$ cat config.mk
export PLATFORM = sky130hd
export DESIGN_NAME = dual_edge_interp
export DESIGN_NICKNAME = d
export VERILOG_FILES = /design/src/rtl/dual_edge_interp.sv
export SDC_FILE = /design/constraint.sdc
export NUM_CORES = 1
export LEC_CHECK = 0
export BUFFER_PORTS_ARGS = -buffer_cell sky130_fd_sc_hd__buf_4
export CORE_ASPECT_RATIO = 0.7
export CORE_UTILIZATION = 25
export DETAILED_ROUTE_END_ITERATION = 10
export SETUP_SLACK_MARGIN = 0.3
export SLEW_MARGIN = 10
export SYNTH_ARGS = -nofsm -noshare
export SYNTH_HDL_FRONTEND = slang
export SYNTH_SLANG_ARGS = --single-unit
$ cat constraint.sdc
create_clock -name clk -period 2.59 [get_ports clk]
set_input_delay 0.3885 -clock clk [delete_from_list [all_inputs] [get_ports clk]]
set_output_delay 0.3885 -clock clk [all_outputs]
set_load 0.03 [all_outputs]
$ cat src/rtl/dual_edge_interp.sv
module dual_edge_interp #(
  parameter int CW      = 16,
  parameter int PW      = 12,
  parameter int MIN_CNT = 4,
  parameter int TMO_CNT = 200
) (
  input  logic          clk,
  input  logic          rst_n,
  input  logic          smp_clk,
  input  logic          trig,
  input  logic [PW-1:0] mem_ptr,
  input  logic          empty_a,
  input  logic          empty_b,
  output logic          charge_a,
  output logic          charge_b,
  output logic          drain_a,
  output logic          drain_b,
  output logic          res_stb,
  output logic [CW-1:0] res_cnt,
  output logic          res_chan_b,
  output logic [PW-1:0] res_ptr
);
  localparam logic [CW-1:0] MIN_V = CW'(MIN_CNT);
  localparam logic [CW-1:0] TMO_V = CW'(TMO_CNT);

  typedef enum logic [1:0] {S_IDLE, S_WAIT, S_DRAIN, S_DONE} st_t;

  st_t           st  [2];
  logic [CW-1:0] cnt [2];
  logic          ok  [2];
  logic          smp_q;
  logic [PW-1:0] ptr_q;

  wire rise = smp_clk & ~smp_q;
  wire fall = ~smp_clk & smp_q;
  wire [1:0] edge_hit = {fall, rise};
  wire [1:0] empty_v  = {empty_b, empty_a};
  wire all_idle  = (st[0] == S_IDLE) && (st[1] == S_IDLE);
  wire both_done = (st[0] == S_DONE) && (st[1] == S_DONE);
  wire accept    = trig & all_idle;

  assign charge_a = (st[0] == S_WAIT);
  assign charge_b = (st[1] == S_WAIT);
  assign drain_a  = (st[0] == S_DRAIN);
  assign drain_b  = (st[1] == S_DRAIN);

  always_ff @(posedge clk or negedge rst_n) begin
    if (!rst_n) begin
      smp_q      <= 1'b0;
      ptr_q      <= '0;
      res_stb    <= 1'b0;
      res_cnt    <= '0;
      res_chan_b <= 1'b0;
      res_ptr    <= '0;
      for (int i = 0; i < 2; i++) begin
        st[i]  <= S_IDLE;
        cnt[i] <= '0;
        ok[i]  <= 1'b0;
      end
    end else begin
      smp_q   <= smp_clk;
      res_stb <= 1'b0;
      if (accept) ptr_q <= mem_ptr;
      if (both_done) begin
        res_stb    <= ok[0] | ok[1];
        res_chan_b <= ~ok[0];
        res_cnt    <= ok[0] ? cnt[0] : cnt[1];
        res_ptr    <= ptr_q;
      end
      for (int i = 0; i < 2; i++) begin
        case (st[i])
          S_IDLE:  if (accept) st[i] <= S_WAIT;
          S_WAIT:  if (edge_hit[i]) begin
                     st[i]  <= S_DRAIN;
                     cnt[i] <= '0;
                   end
          S_DRAIN: if (empty_v[i]) begin
                     st[i] <= S_DONE;
                     ok[i] <= (cnt[i] >= MIN_V);
                   end else if (cnt[i] == TMO_V) begin
                     st[i] <= S_DONE;
                     ok[i] <= 1'b0;
                   end else begin
                     cnt[i] <= cnt[i] + 1'b1;
                   end
          default: if (both_done) st[i] <= S_IDLE;
        endcase
      end
    end
  end

  AST_TRIG_CHARGE: assert property (@(posedge clk) disable iff (!rst_n)
    accept |=> (charge_a && charge_b));
  AST_A_ON_RISE: assert property (@(posedge clk) disable iff (!rst_n)
    $rose(drain_a) |-> ($past(smp_clk) && !$past(smp_q)));
  AST_B_ON_FALL: assert property (@(posedge clk) disable iff (!rst_n)
    $rose(drain_b) |-> (!$past(smp_clk) && $past(smp_q)));
  AST_NO_OVERRUN: assert property (@(posedge clk) disable iff (!rst_n)
    (drain_a || drain_b) |-> (cnt[0] <= TMO_V && cnt[1] <= TMO_V));
  AST_MIN_RESULT: assert property (@(posedge clk) disable iff (!rst_n)
    res_stb |-> (res_cnt >= MIN_V));
  AST_SINGLE_STB: assert property (@(posedge clk) disable iff (!rst_n)
    res_stb |=> !res_stb);
  AST_PTR_HELD: assert property (@(posedge clk) disable iff (!rst_n)
    (!all_idle && $past(!all_idle)) |-> $stable(ptr_q));
endmodule

After elaboration in Yosys (flattened, before gate mapping)

Index checks and enable logic that the tools add are counted.

Add/sub/neg operators: 2
Order comparisons: 2
Equality and inequality tests: 18
Mux-type cells: 24
Bitwise logic cells: 7
Reduce and logical (&&, ||, !) cells: 16

Operators by type and width:

| kind                                                  | count |
|---|---|
| 2-to-1 mux 16 bit                                     | 7 |
| one-hot mux 16 bit (2 select lines)                   | 2 |
| adder 16 x 1 -> 16 bit, second input constant         | 2 |
| == test 16 x 8 -> 1 bit, second input constant        | 2 |
| >= comparator 16 x 3 -> 1 bit, second input constant  | 2 |
| 2-to-1 mux 2 bit                                      | 8 |
| AND reduction 4 bit                                   | 4 |
| inequality test 2 bit, second input constant          | 6 |
| one-hot mux 2 bit (3 select lines)                    | 2 |
| == test 2 bit, second input constant                  | 4 |
| nonzero test 2 bit                                    | 4 |
| nonzero test 4 bit                                    | 2 |
| inequality test 3 x 2 -> 1 bit, second input constant | 2 |
| 2-to-1 mux 1 bit                                      | 5 |
| == test 2 x 1 -> 1 bit, second input constant         | 2 |
| logical NOT 2 bit                                     | 2 |
| inequality test 2 x 1 -> 1 bit, second input constant | 2 |
| AND reduction 2 bit                                   | 2 |
| bitwise AND 1 bit                                     | 3 |
| inverter 1 bit                                        | 3 |
| logical AND 1 bit                                     | 2 |
| OR 1 bit                                              | 1 |

Bits in registers: 81
Input port bits: 18
Output and inout port bits: 34
Logic and storage cells: 81

Longest topological paths before layout

Gate-level depths: netlist (run 1).

Word-level depth: 5
Mapped depth: 9

Worst setup path before layout (run 1)

No wires, ideal clock.

Path type: register to register
Start point: reg st[2] in the netlist's numbering
End point: reg cnt[27] in the netlist's numbering
Library setup time: 0.135 ns
Data arrival time: 2.251 ns
Slack: 0.204 ns
Cell stages (with the launch flop): 10
Period minus slack after synthesis: 2.386 ns
Cells stage by stage: dfrtp_1 inv_1 ha_1 buf_2 and2_1 a211o_1 buf_2 a2111oi_0 xnor2_1 nor2_1

Longest elaborated chain between the ends: 3
Elaborated cells between the ends (all ways): 8
Those cells by class: eq/ne (5); mux (1); reduce/logical (2)

RTL lines:

| item                                                                         | RTL line | text |
|---|---|---|
| start, declared                                                              | 28       | `st_t st [2];` |
| start signal, assigned by index                                              | 56       | `st[i] <= S_IDLE;` |
| start signal, assigned by index                                              | 72       | `S_IDLE: if (accept) st[i] <= S_WAIT;` |
| start signal, assigned by index                                              | 74       | `st[i] <= S_DRAIN;` |
| == test 2 bit *                                                              | --       |  |
| net drain_a                                                                  | 16       | `output logic drain_a,` |
| inequality test 2 bit (no source line) or nonzero test 2 bit (tied branches) | --       |  |
| AND reduction 4 bit (no source line)                                         | --       |  |
| end signal, assigned by index                                                | 84       | `cnt[i] <= cnt[i] + 1'b1;` |
| end, declared                                                                | 29       | `logic [CW-1:0] cnt [2];` |

Mark *: on every way through the listed nets, which the timed path passes. The rest lies on a longest branch.
A chain may end at the register's enable or synchronous reset.

Worst setup path after layout (run 1)

Start point: reg cnt[5] in the netlist's numbering
End point: reg cnt[10] in the netlist's numbering

Longest elaborated chain between the ends: 4
Elaborated cells between the ends (all ways): 7
Those cells by class: add/sub (1); eq/ne (2); mux (3); reduce/logical (1)

RTL lines:

| item                                | RTL line | text |
|---|---|---|
| adder 16 x 1 -> 16 bit              | 84       |  |
| 2-to-1 mux 16 bit                   | 80       | `end else if (cnt[i] == TMO_V) begin` |
| 2-to-1 mux 16 bit                   | 77       | `S_DRAIN: if (empty_v[i]) begin` |
| one-hot mux 16 bit (2 select lines) | 71       | `case (st[i])` |

Several ways; a longest one is shown, not always the timed one. The select of a mux whose other input is x is not followed.

==> results.md, run 1 <==
- The run finished with clean final reports.
- The total routed wirelength is roughly 10 mm.
- Entering global routing, the biggest net connects 44 pins.
- The number of antenna violations at the first check in global routing is 0.
- The number of iterations in the first detailed-routing pass is 6.
- The number of inserted diodes is 0.
- The placeable core region is ~16000 µm².
- The type of the most critical hold path is in -> async.
- Net switching is 40.1% of the power.
- Summed over all nets, the switching power comes to 2.12 mW.
- In this run, CTS created clock tree buffers numbering 9.
- The total instance count after detailed placement is 641.
- The final instance area is between 5000 and 6000 µm².
- After synthesis the netlist holds a flip-flop and latch count of 81.
- Setup repair after global routing could not meet its margin everywhere.
- Sorting the synthesized cells by area gives the leading types as dfrtp_1 (50%), mux2_2 (7.2%), nand2_1 (4.2%).
- The area growth from synthesis to final layout is 24.4%.
- The maximum buffer depth of the clock tree is 2.
- After detailed placement, the total cell area comes to approximately 4700 µm².
- The net count of the mapped netlist is approximately 430.
- Global routing used 13.0% of the available tracks across all layers.
- The placement row count is 38.
- STA puts the critical path data required time at 2.81 ns.
- Once layout is complete, the utilization of the core stands at between 30% and 40%.
- The sequential power share is 35.0%.
- The end of the worst register-to-register path is cnt[10].
- The share of synthesized area in the top cell type comes to between 40 and 50%.
- The total count of max-transition violations in the final report was 0.
- Port buffering added between 50 and 60 buffers.
- The clock net in this run drives a total of 81 sinks.
- Summed over all nets, the half-perimeter wirelength after detailed placement is 7.68 mm.
- The maximum VDD drop is between 0.3 and 0.4 mV.
- The destination of the critical timing path is cnt[10].
- The final clock period utilization by the worst path is between 80 and 90%.
- The worst path meets setup with 0.334 ns of slack.
- The aggregate global routing overflow is 0.
- Registers take ~2000 µm².
- Summed over all failing endpoints, the final setup total negative slack is 0 ns.
- Clock latency on the worst-skew pair, taken at its later pin, is roughly 0.34 ns.
- Hold timing on the final database bottoms out at a slack of between 0.03 and 0.04 ns.
- 52 I/O pins were placed.
- The CTS clock-pin slew for the worst setup and hold paths is around 0.07 ns.
- Measured along the x axis, the die boundary spans 154 µm.
- The critical path starts at cnt[5].
- After synthesis, flip-flops and latches occupy 49.8% of the total area.
- The sum of internal, switching and leakage power is around 5.3 mW.
- The clock tree skew after final layout is 0.00981 ns.
- The count of final hold-check violations is 0.
- Clock tree synthesis selected as its root buffer the cell clkbuf_16.
- The initial standard-cell utilization of the core is about a quarter.
- The number of global-route vias before repair came to 3196.
- The type of origin of the critical path is a register.
- The largest area contributor in the netlist is dfrtp_1.
- The placer congestion estimate is roughly 0.9.
- The count of nets left with antenna violations once routing finished came out at 0.
- Of the total power, the clock network draws approximately 22%.
- STA classifies the critical path endpoint as a register.
- By startpoint and endpoint, the worst setup path is classified as reg -> reg.
- The synthesized area divided by synthesized cell count is approximately 10 µm².
- After detailed routing, the number of remaining DRC violations is 0.
- The internal portion of the total power is approximately 3.2 mW.
- Measured against its own limit, the worst slew margin works out to 55.0%.
- After the last flow step, the layout net total stands at about 490.
- The finished layout holds between 600 and 700 standard cells, fillers aside.
- For the worst flop-to-flop path, the logic depth is 5.
- The slack of the worst reg-to-reg path is 0.33 ns.
- For the pin with the worst max-slew slack, the measured transition is between 0.6 and 0.7 ns.
- Combinational cells account for between 40% and 50% of the total power.
- The clock period minus final worst setup slack is about 2.3 ns.
- The first routing iteration left approximately 180 violations.
- The wire length of the first global-routing pass is between 15 and 20 mm.
- The total of warnings raised by yosys is 0.
- The post-placement worst setup slack is about 0.27 ns.
- The cell area after synthesis is about 4100 µm².
- The average wire per cell in the routed design is ~16 µm.
- The post-route netlist has between 20% and 30% of its cells at a drive strength greater than 1.
- The multi-input gate area in the final layout is between 1500 and 2000 µm².
- Max-cap violations in this run came to 0.
- The timing-limited maximum frequency is 0.443 GHz.
- After detailed routing, the number of vias per cell comes to approximately 4.9.
- Setup violations remaining at the end of the flow were counted as 0.
- Detailed routing inserted a total of around 3200 vias.
- The endpoint arrival time on the critical path is about 2.5 ns.
- Dividing total power by cell area gives a power density of 1050 nW/µm².
- The cell count after synthesis came out at 397.
- The count of H-tree levels built during CTS is 3.
- The die outline height is approximately 110 µm.
- The worst register-to-register path begins at cnt[5].
- The number of buffers inserted for hold repair after clock tree synthesis is 0.
- The TritonCTS clock tree is yes.
- The floorplan die area is 16800 µm².
- For this design the static power due to leakage is between 2 and 2.5 nW.
- The number of different library cells used by synthesis comes to 48.
- Along the worst path, the maximum fanout reaches 7.
- Fill cells in the final layout number ~1600.
power by group through the flow:
| stage | Combinational, mW | Clock (mW) | Sequential, mW |
|---|---|---|---|
| floorplan | 1.27 | 0 | 2.05 |
| global placement | 2.18 | 0 | 1.86 |
| detailed placement | 2.22 | 0 | 1.88 |
| CTS | 2.24 | 1.21 | 1.86 |
| global route | 2.46 | 1.28 | 1.90 |
| finish | 2.27 | 1.17 | 1.85 |
per-layer routing:
| metal | part of all wire [%] | global-route usage [%] | up-vias |
|---|---|---|---|
| li1 | - | - | 1539 |
| met1 | 50 | 18.3 | 1570 |
| met2 | 42 | 19.6 | 101 |
| met3 | 6.2 | 3.18 | 12 |
| met4 | 1.4 | 4.53 | 0 |
| met5 | 0 | 0 | - |
worst min-delay path by stage:
stage               start      end  slack, ns  depth (start not counted)
floorplan           rst_n   cnt[0]       0.09                          0
detailed placement  rst_n  cnt[24]       0.43                          1
global route        rst_n  cnt[24]       0.08                          1
finish              rst_n  cnt[24]       0.03                          1
CTS                 rst_n  cnt[24]       0.06                          1
global placement    rst_n  cnt[24]       0.42                          1
flip-flops by register name (all words and copies together) (netlist names):
signal / flops
res_chan_b: 1
ok: 2
smp_q: 1
cnt: 32
st: 4
res_cnt: 16
res_ptr: 12
res_stb: 1
ptr_q: 12
cells in the final DEF, fill, tap and decap left out, drive strengths merged, types with 4 or more instances in the layout:
cell,count
buf,68
a21oi,13
inv,13
mux2i,17
o21ai,32
xnor2,4
a211oi,4
and2,4
mux2,27
nor4,6
nor2,24
or4,5
or3,4
xor2,7
nor3,8
o41ai,4
dfrtp,81
nand4,9
nand3,20
o31ai,4
ha,13
nand2,46
clkbuf,10
and3,4
kinds of logic (layout without fill, tap and decap cells):
group           Yosys count  in the layout  share of synthesized area (%)
xor+xnor                 11             11                           2.37
simple gates            139            139                           17.1
fa+ha+maj                13             13                           4.00
mux                      44             44                           11.8
compound gates           75             75                           11.7
flops                    81             81                           49.8
buf+inv                  34             97                           3.23
final cells by class:
| type | instances | area share (%) |
|---|---|---|
| clock buffers | 10 | 4.52 |
| flip-flops and latches | 81 | 40.0 |
| clock inverters | 6 | 0.890 |
| well taps | 200 | 4.94 |
| inverters | 13 | 0.964 |
| repair buffers | 68 | 10.3 |
| multi-input cells | 282 | 38.3 |
timing repair:
| item | CTS | global route |
|---|---|---|
| pin swaps | 0 | 1 |
| resized for setup | 2 | 4 |
| buffers inserted | 0 | 3 |
| endpoints found under the setup margin | 2 | 8 |
critical path, stage by stage, from the launching register on:
cell and delay, ns:
dfrtp_1 0.46, nor4_1 0.57, nand4_1 0.40, and2_0 0.38, a41oi_1 0.26, nor2_1 0.07
cell usage after synthesis, drive strengths merged:
cell      n
o22ai     2
nand2b    3
o21ai    32
nor4b     1
mux2i    17
o211ai    1
o31ai     4
or3       4
nor2     24
clkbuf   15
inv      13
o41ai     4
nand3    20
o21a      2
nand2    46
xnor2     4
a2bb2oi   1
a211o     2
and3      4
ha       13
a21oi    13
nor2b     1
and4      2
nor4      6
mux2     27
o221ai    2
nor3      8
a21o      1
o21bai    1
or2       1
a211oi    4
nand3b    1
dfrtp    81
a41oi     2
o311ai    2
a2111oi   2
xor2      7
and2      4
nand4     9
or4       5
buf       6
(Power assumes the default switching activity.)
==> run 2: changes to the inputs <==
--- a/config.mk
+++ b/config.mk
@@ -6,7 +6,7 @@
 export NUM_CORES = 1
 export LEC_CHECK = 0
 export BUFFER_PORTS_ARGS = -buffer_cell sky130_fd_sc_hd__buf_4
-export CORE_ASPECT_RATIO = 0.7
+export CORE_ASPECT_RATIO = 0.9
 export CORE_UTILIZATION = 25
 export DETAILED_ROUTE_END_ITERATION = 10
 export SETUP_SLACK_MARGIN = 0.3
==> constraint.sdc (replaced) <==
create_clock -name clk -period 2.2 [get_ports clk]
set_input_delay 0.33 -clock clk [delete_from_list [all_inputs] [get_ports clk]]
set_output_delay 0.33 -clock clk [all_outputs]
set_load 0.03 [all_outputs]
==> results.md, run 2 (synthesized netlist as in run 1, its figures left out) <==
- STA classifies the critical path endpoint as a register.
- The number of antenna violations at the first check in global routing came to 0.
- The area growth from synthesis to final layout is 36.5%.
- The post-detailed-route via-to-cell ratio is 4.83.
- The placeable core region is 15700 µm².
- In this run the tool buffered the top-level ports with a little over 50 buffer cells.
- In the final layout, the registers with the most flip-flops are cnt (32), res_cnt (16).
- The maximum VDD drop is 0.700 mV.
- The total setup violations reported at the end of the flow is 0.
- The classification of the worst setup path is reg -> reg.
- The type of the most critical hold path is in -> reg.
- The number of ports placed on the die boundary is 52.
- The register with the most flip-flops in the final layout is cnt.
- Data on the critical path is required at its endpoint by around 2.4 ns.
- The total count of max-transition violations in the final report was 0.
- 0 antenna diodes ended up in the layout.
- Of all nets on the critical path, the largest fanout is 4.
- The placer congestion estimate is approximately 0.87.
- The first global-routing pass estimated 17.4 mm of wire.
- After legalization and detailed placement, the total HPWL measured between 7 and 8 mm.
- The H-tree generated during clock tree synthesis spans 3 levels.
- The count of final hold-check violations is 0.
- The timing-limited maximum frequency is between 0.4 and 0.5 GHz.
- The transition at the pin with the smallest max-transition slack is approximately 0.54 ns.
- The die outline height is 123 µm.
- The CTS clock-pin slew for the worst setup and hold paths is 0.07 ns.
- The later pin in the worst-skew pair is clocked with a latency of 0.34 ns.
- The flip-flop count of the largest register, all copies and words added is 32.
- The total routed wirelength is ~11 mm.
- Hold is met by approximately 0.12 ns.
- The power density over cell area is 1270 nW/µm².
- The total of fill cells in the finished design is about 1500.
- The run finished with clean final reports.
- Global routing finished with a remaining overflow of 0.
- The floorplan has 43 rows.
- The TritonCTS clock tree is yes.
- The sequential power share is 30.4%.
- The number of global-route vias before repair was 3361.
- The number of routed nets with antenna violations is 0.
- Adding up every negative setup slack in the final design gives 0 ns.
- The average wire per cell in the routed design is ~15 µm.
- The worst path needs just over 2 ns of the cycle, external delays included.
- The clock passes through at most 2 buffers.
- The net switching power is ~2.8 mW.
- Setup repair after global routing could not meet its margin everywhere.
- The leading cell type in the layout, fill and taps excluded is buf_4.
- The internal power contribution is approximately 4.3 mW.
- The maximum number of pins on one net before global-route repair is 46.
- Net switching is between 30% and 40% of the power.
- STA classifies the critical path startpoint as a register.
- The floorplan step defined a die boundary enclosing approximately 17000 µm².
- For this design the static power due to leakage is ~2.5 nW.
- The number of violations of the max-capacitance limit is 0.
- The post-route netlist has 36.9% of its cells at a drive strength greater than 1.
- The clock root buffer is clkbuf_16.
- Clock skew on the completed layout was measured at about 0.0071 ns.
- The first routing iteration left 124 violations.
- The number of buffers created by CTS is 9.
- The number of iterations in the first detailed-routing pass is 4.
- The count of nets after finishing is ~520.
- The final routed DRC violation total is 0.
- Summing over every cut layer, the via total after detailed routing is 3354.
- The tightest slew margin relative to the limit is 64.2%.
- In the layout the commonest cells are buf_4 (97), dfrtp_1 (78), nand2_1 (44), o21ai_0 (29), mux2_2 (26).
- For this design, the sink count on the clock tree is 81.
- The overall die width is about 140 µm.
- STA puts the critical path data arrival time at ~2.3 ns.
- The clock power share is 22.0%.
- For this configuration, the core starts out at a cell density of 26.0%.
- The portion of total power attributed to combinational logic is between 40% and 50%.
- The combined global-route utilization of all metal layers is 13.6%.
- The worst path uses between 90% and 100% of the clock period.
==> run 2: final timing paths <==
path / cells after the start / to / slack (ns) / start
worst max-delay path: 5 / st[3] / 0.15 / cnt[30]
worst min-delay path: 1 / smp_q / 0.12 / smp_clk
worst max register to register: 5 / st[3] / 0.15 / cnt[30]
worst min register to register: 2 / res_cnt[4] / 0.48 / res_cnt[4]
max in group asynchronous: 3 / st[2] / 1.05 / rst_n
min in group asynchronous: 2 / cnt[16] / 0.51 / rst_n
==> run 2: final cells by class <==
cell class	instances	area [µm²]	area share [%]
clock buffer	9	225	4.06
inverter	13	48.8	0.879
timing repair buffer	101	781	14.1
tap	202	253	4.55
sequential	81	2030	36.6
clock inverter	7	82.6	1.49
multi-input combinational	282	2130	38.4
==> run 2: metal layers <==
layer	routed length, µm	global-route usage, %	up-vias	share of wire, %
li1	-	-	1616	-
met1	4880	17.7	1640	45
met2	5060	22.2	87	47
met3	698	3.77	11	6.5
met4	91	3.40	0	0.85
met5	0	0	-	0
==> run 2: through the flow <==
| step | std cells | util, % | instance area, µm² | setup slack (ns) | power [mW] |
|---|---|---|---|---|---|
| after floorplan | 397 | - | 4200 | 0.0896 | 4.13 |
| after global placement | 660 | 31.8 | 4980 | 0.132 | 4.98 |
| after detailed placement | 660 | 31.8 | 4980 | 0.0686 | 5.08 |
| after CTS | 689 | 35.0 | 5480 | 0.165 | 6.97 |
| after global routing | 695 | 35.5 | 5550 | 0.0870 | 7.49 |
| final | 695 | 35.5 | 5550 | 0.149 | 7.07 |
==> run 2: power groups by stage <==
stage | Sequential, mW | Combinational, mW | Clock [mW]
floorplan | 2.43 | 1.70 | 0
global placement | 2.16 | 2.83 | 0
detailed placement | 2.19 | 2.89 | 0
CTS | 2.15 | 3.23 | 1.59
global route | 2.21 | 3.63 | 1.65
finish | 2.15 | 3.36 | 1.56
==> run 2: worst max-delay path, stage by stage (launching register included) <==
cell and delay [ns]:
dfrtp_1 0.38, or4_4 0.57, nor4_4 0.40, buf_4 0.19, o311ai_4 0.09, mux2_2 0.30
==> run 2: what timing repair did <==
action / in CTS / in global routing
hold buffers: 1 / 0
resized for setup: 22 / 6
endpoints found under the hold margin: 13 / 0
setup endpoints to repair: 21 / 19
pin swaps: 11 / 5
buffers inserted: 12 / 6
==> run 3: changes to the inputs <==
--- a/config.mk
+++ b/config.mk
@@ -5,10 +5,10 @@
 export SDC_FILE = /design/constraint.sdc
 export NUM_CORES = 1
 export LEC_CHECK = 0
-export BUFFER_PORTS_ARGS = -buffer_cell sky130_fd_sc_hd__buf_4
 export CORE_ASPECT_RATIO = 0.9
 export CORE_UTILIZATION = 25
 export DETAILED_ROUTE_END_ITERATION = 10
+export DONT_BUFFER_PORTS = 1
 export SETUP_SLACK_MARGIN = 0.3
 export SLEW_MARGIN = 10
 export SYNTH_ARGS = -nofsm -noshare
==> results.md, run 3 (synthesized netlist as in run 1, its figures left out) <==
- The flow ran to the end, but the final reports show violations.
- The checks that failed: negative hold slack.
- The number of global-route vias before repair was roughly 3300.
- The clock tree skew after final layout is 0.00486 ns.
- Cells with a size suffix above 1 make up between 30% and 40% of the layout.
- The total via count after detailed routing is around 3300.
- The signal on the critical path passes through or4_4, nor4_4, buf_6, buf_12, o311ai_4, mux2_2.
- Across every metal layer, demand over resource in global routing totals between 10% and 20%.
- The final worst hold slack is -0.313 ns.
- The utilization of the core after routing is roughly a third.
- The largest registers in the layout are cnt (32), res_cnt (16).
- The first global-routing pass estimated roughly 17 mm of wire.
- The top cell types in the final layout, fill and taps aside, are dfrtp_1 (77), buf_4 (51), nand2_1 (44), o21ai_0 (27), mux2_2 (26).
- Once detailed placement completed, the half-perimeter wirelength came to about 7.5 mm.
- The type of origin of the critical path is a register.
- The maximum fanout along the worst path is 4.
- cnt holds more flip-flops than any other register.
- Row generation in the floorplan step produced 43 rows.
- In this run the remaining antenna-violating nets after routing total 0.
- The final layout contains routed wiring with a total length of approximately 11 mm.
- The sum of internal, switching and leakage power is a little over 7 mW.
- The total leakage power is approximately 2.3 nW.
- The CTS clock-pin slew for the worst setup and hold paths is 0.06 ns.
- The count of final hold-check violations is 81.
- The placer congestion estimate is between 0.8 and 0.9.
- Dividing the detail-routed wire length by the instance count gives ~17 µm.
- The worst register-to-register path begins at cnt[30].
- The maximum buffer depth of the clock tree is 2.
- Dividing total power by cell area gives a power density of 1320 nW/µm².
- The worst reg2reg path depth is 6.
- Headroom to the max-slew limit came out at between 50% and 60%.
- The transition at the pin with the smallest max-transition slack is around 0.7 ns.
- The number of inserted diodes is 0.
- The kind of cell with the highest combined delay on the critical path is simple AND/OR/NAND/NOR gates.
- The first TritonRoute pass finished after 4 iterations.
- For this design, the sink count on the clock tree is 81.
- Setup repair after global routing could not meet its margin everywhere.
- 52 I/O pins were placed.
- The register with the most flip-flops in the layout has 32 of them.
- From synthesis to final layout, the design area changed by 32.6%.
- The classification of the worst setup path is reg -> reg.
- The initial detailed-routing violation count is about 170.
- For this design, the slowest cell found on the critical path is or4_4.
- The aggregate global routing overflow is 0.
- IR analysis of the VDD net gives a maximum drop of approximately 0.6 mV.
- After detailed placement, the design holds a cell count of 610.
- The worst setup path is captured at a register.
- For this run, the number of standard cells in the final layout without fillers is roughly 660.
- At the later pin of the worst-skew pair, clock insertion delay measures 0.34 ns.
- STA puts the critical path data required time at 2.43 ns.
- Timing would allow up to 0.484 GHz.
- Setup violations remaining at the end of the flow were counted as 0.
- The library cell used most frequently in the layout, excluding fill and tap cells, is dfrtp_1.
- The count of nets after finishing is 480.
- The number of buffers and inverters on the critical path is 2.
- The total count of max-transition violations in the final report came to 0.
- Across the run, the number of max-cap violations was 0.
- After floorplanning, the core was sized to cover around 16000 µm².
- The floorplan die area is between 15000 and 20000 µm².
- The number of input and output port buffers inserted is 0.
- The final clock period utilization by the worst path is a little over nine tenths.
- The endpoint arrival time on the critical path is about 2.3 ns.
- The total negative slack for setup checks is 0 ns.
- Measured along the y axis, the die boundary spans ~120 µm.
- The worst hold path belongs to the class in -> async.
- Dividing the detail-routed via count by the number of cells gives about 5.
- The setup check on the worst reg-to-reg path leaves a slack of about 0.14 ns.
- The clock root buffer is clkbuf_16.
- Entering global routing, the biggest net connects 82 pins.
- The floorplan step set the die width to roughly 140 µm.
- The H-tree generated during clock tree synthesis spans 3 levels.
- After layout, the minimum clock period comes to a little over 2 ns.
- The stage delay of the slowest cell on the critical path is just under 0.6 ns.
- The TritonCTS clock tree is yes.
- The worst register-to-register path ends at st[3].
- TritonCTS created 9 clock buffers.
- The final routed DRC violation total is 0.
- The initial standard-cell utilization of the core is approximately 26%.
- The total of fill cells in the finished design is between 1500 and 2000.
- The number of antenna violations at the first check in global routing came to 0.
[run 3: changes by cell type in the layout (fill, tap and decap cells not counted), sizes merged]
cell         previous run  this run
buf                   100        62
bufinv                  1         2
dlygate4sd3             1         0
clkinvlp                0         2
inv                    18        14
[run 3: what timing repair did]
action / in CTS / in global routing
endpoints found under the setup margin: 25 / 30
resized for setup: 25 / 35
hold endpoints to repair: 81 / 81
pin swaps: 12 / 14
buffers inserted: 17 / 13
[run 3: worst reg2reg max path: cells and delay by family, from the launching register on]
family | cells | cell delay, ns
simple gates | 2 | 0.88
compound gates | 1 | 0.10
flops | 1 | 0.40
buf+inv | 2 | 0.28
mux | 1 | 0.31
[run 3: cell type report]
cell class / count / area (µm²) / share of cell area [%]
clock buffer: 9 / 225 / 4.17
clock inverter: 6 / 92.6 / 1.72
inverter: 13 / 48.8 / 0.904
multi-input combinational: 282 / 2230 / 41.3
sequential: 81 / 2030 / 37.7
tap: 202 / 253 / 4.68
timing repair buffer: 62 / 515 / 9.55
[run 3: per-layer routing]
metal | up-vias | global-route usage (%) | wire length, µm
li1 | 1535 | - | -
met1 | 1628 | 17.2 | 4850
met2 | 79 | 21.6 | 5110
met3 | 8 | 4.96 | 816
met4 | 0 | 2.92 | 59
met5 | - | 0 | 0
[run 3: worst max path at each step]
stage,start,endpoint,slack [ns],cells after the start
after floorplan,cnt[27],cnt[29],0.09,5
after global placement,cnt[30],cnt[28],0.11,6
after detailed placement,st[3],cnt[26],0.05,9
after CTS,cnt[20],cnt[29],0.19,6
after global routing,cnt[30],cnt[29],0.09,6
final,cnt[30],st[3],0.14,6
[run 3: through the flow]
step | worst slack [ns] | cell area (µm²) | hold slack [ns]
floorplan | 0.0896 | 4200 | 0.0344
global placement | 0.105 | 4590 | 0.0391
detailed placement | 0.0481 | 4590 | 0.0383
CTS | 0.185 | 5150 | -0.322
global route | 0.0874 | 5400 | -0.328
finish | 0.136 | 5400 | -0.313
[run 3: report_power, final]
group | switching [mW] | internal (mW) | total, mW
Sequential | 0.689 | 1.88 | 2.57
Clock | 0.625 | 0.993 | 1.62
Combinational | 1.48 | 1.47 | 2.95
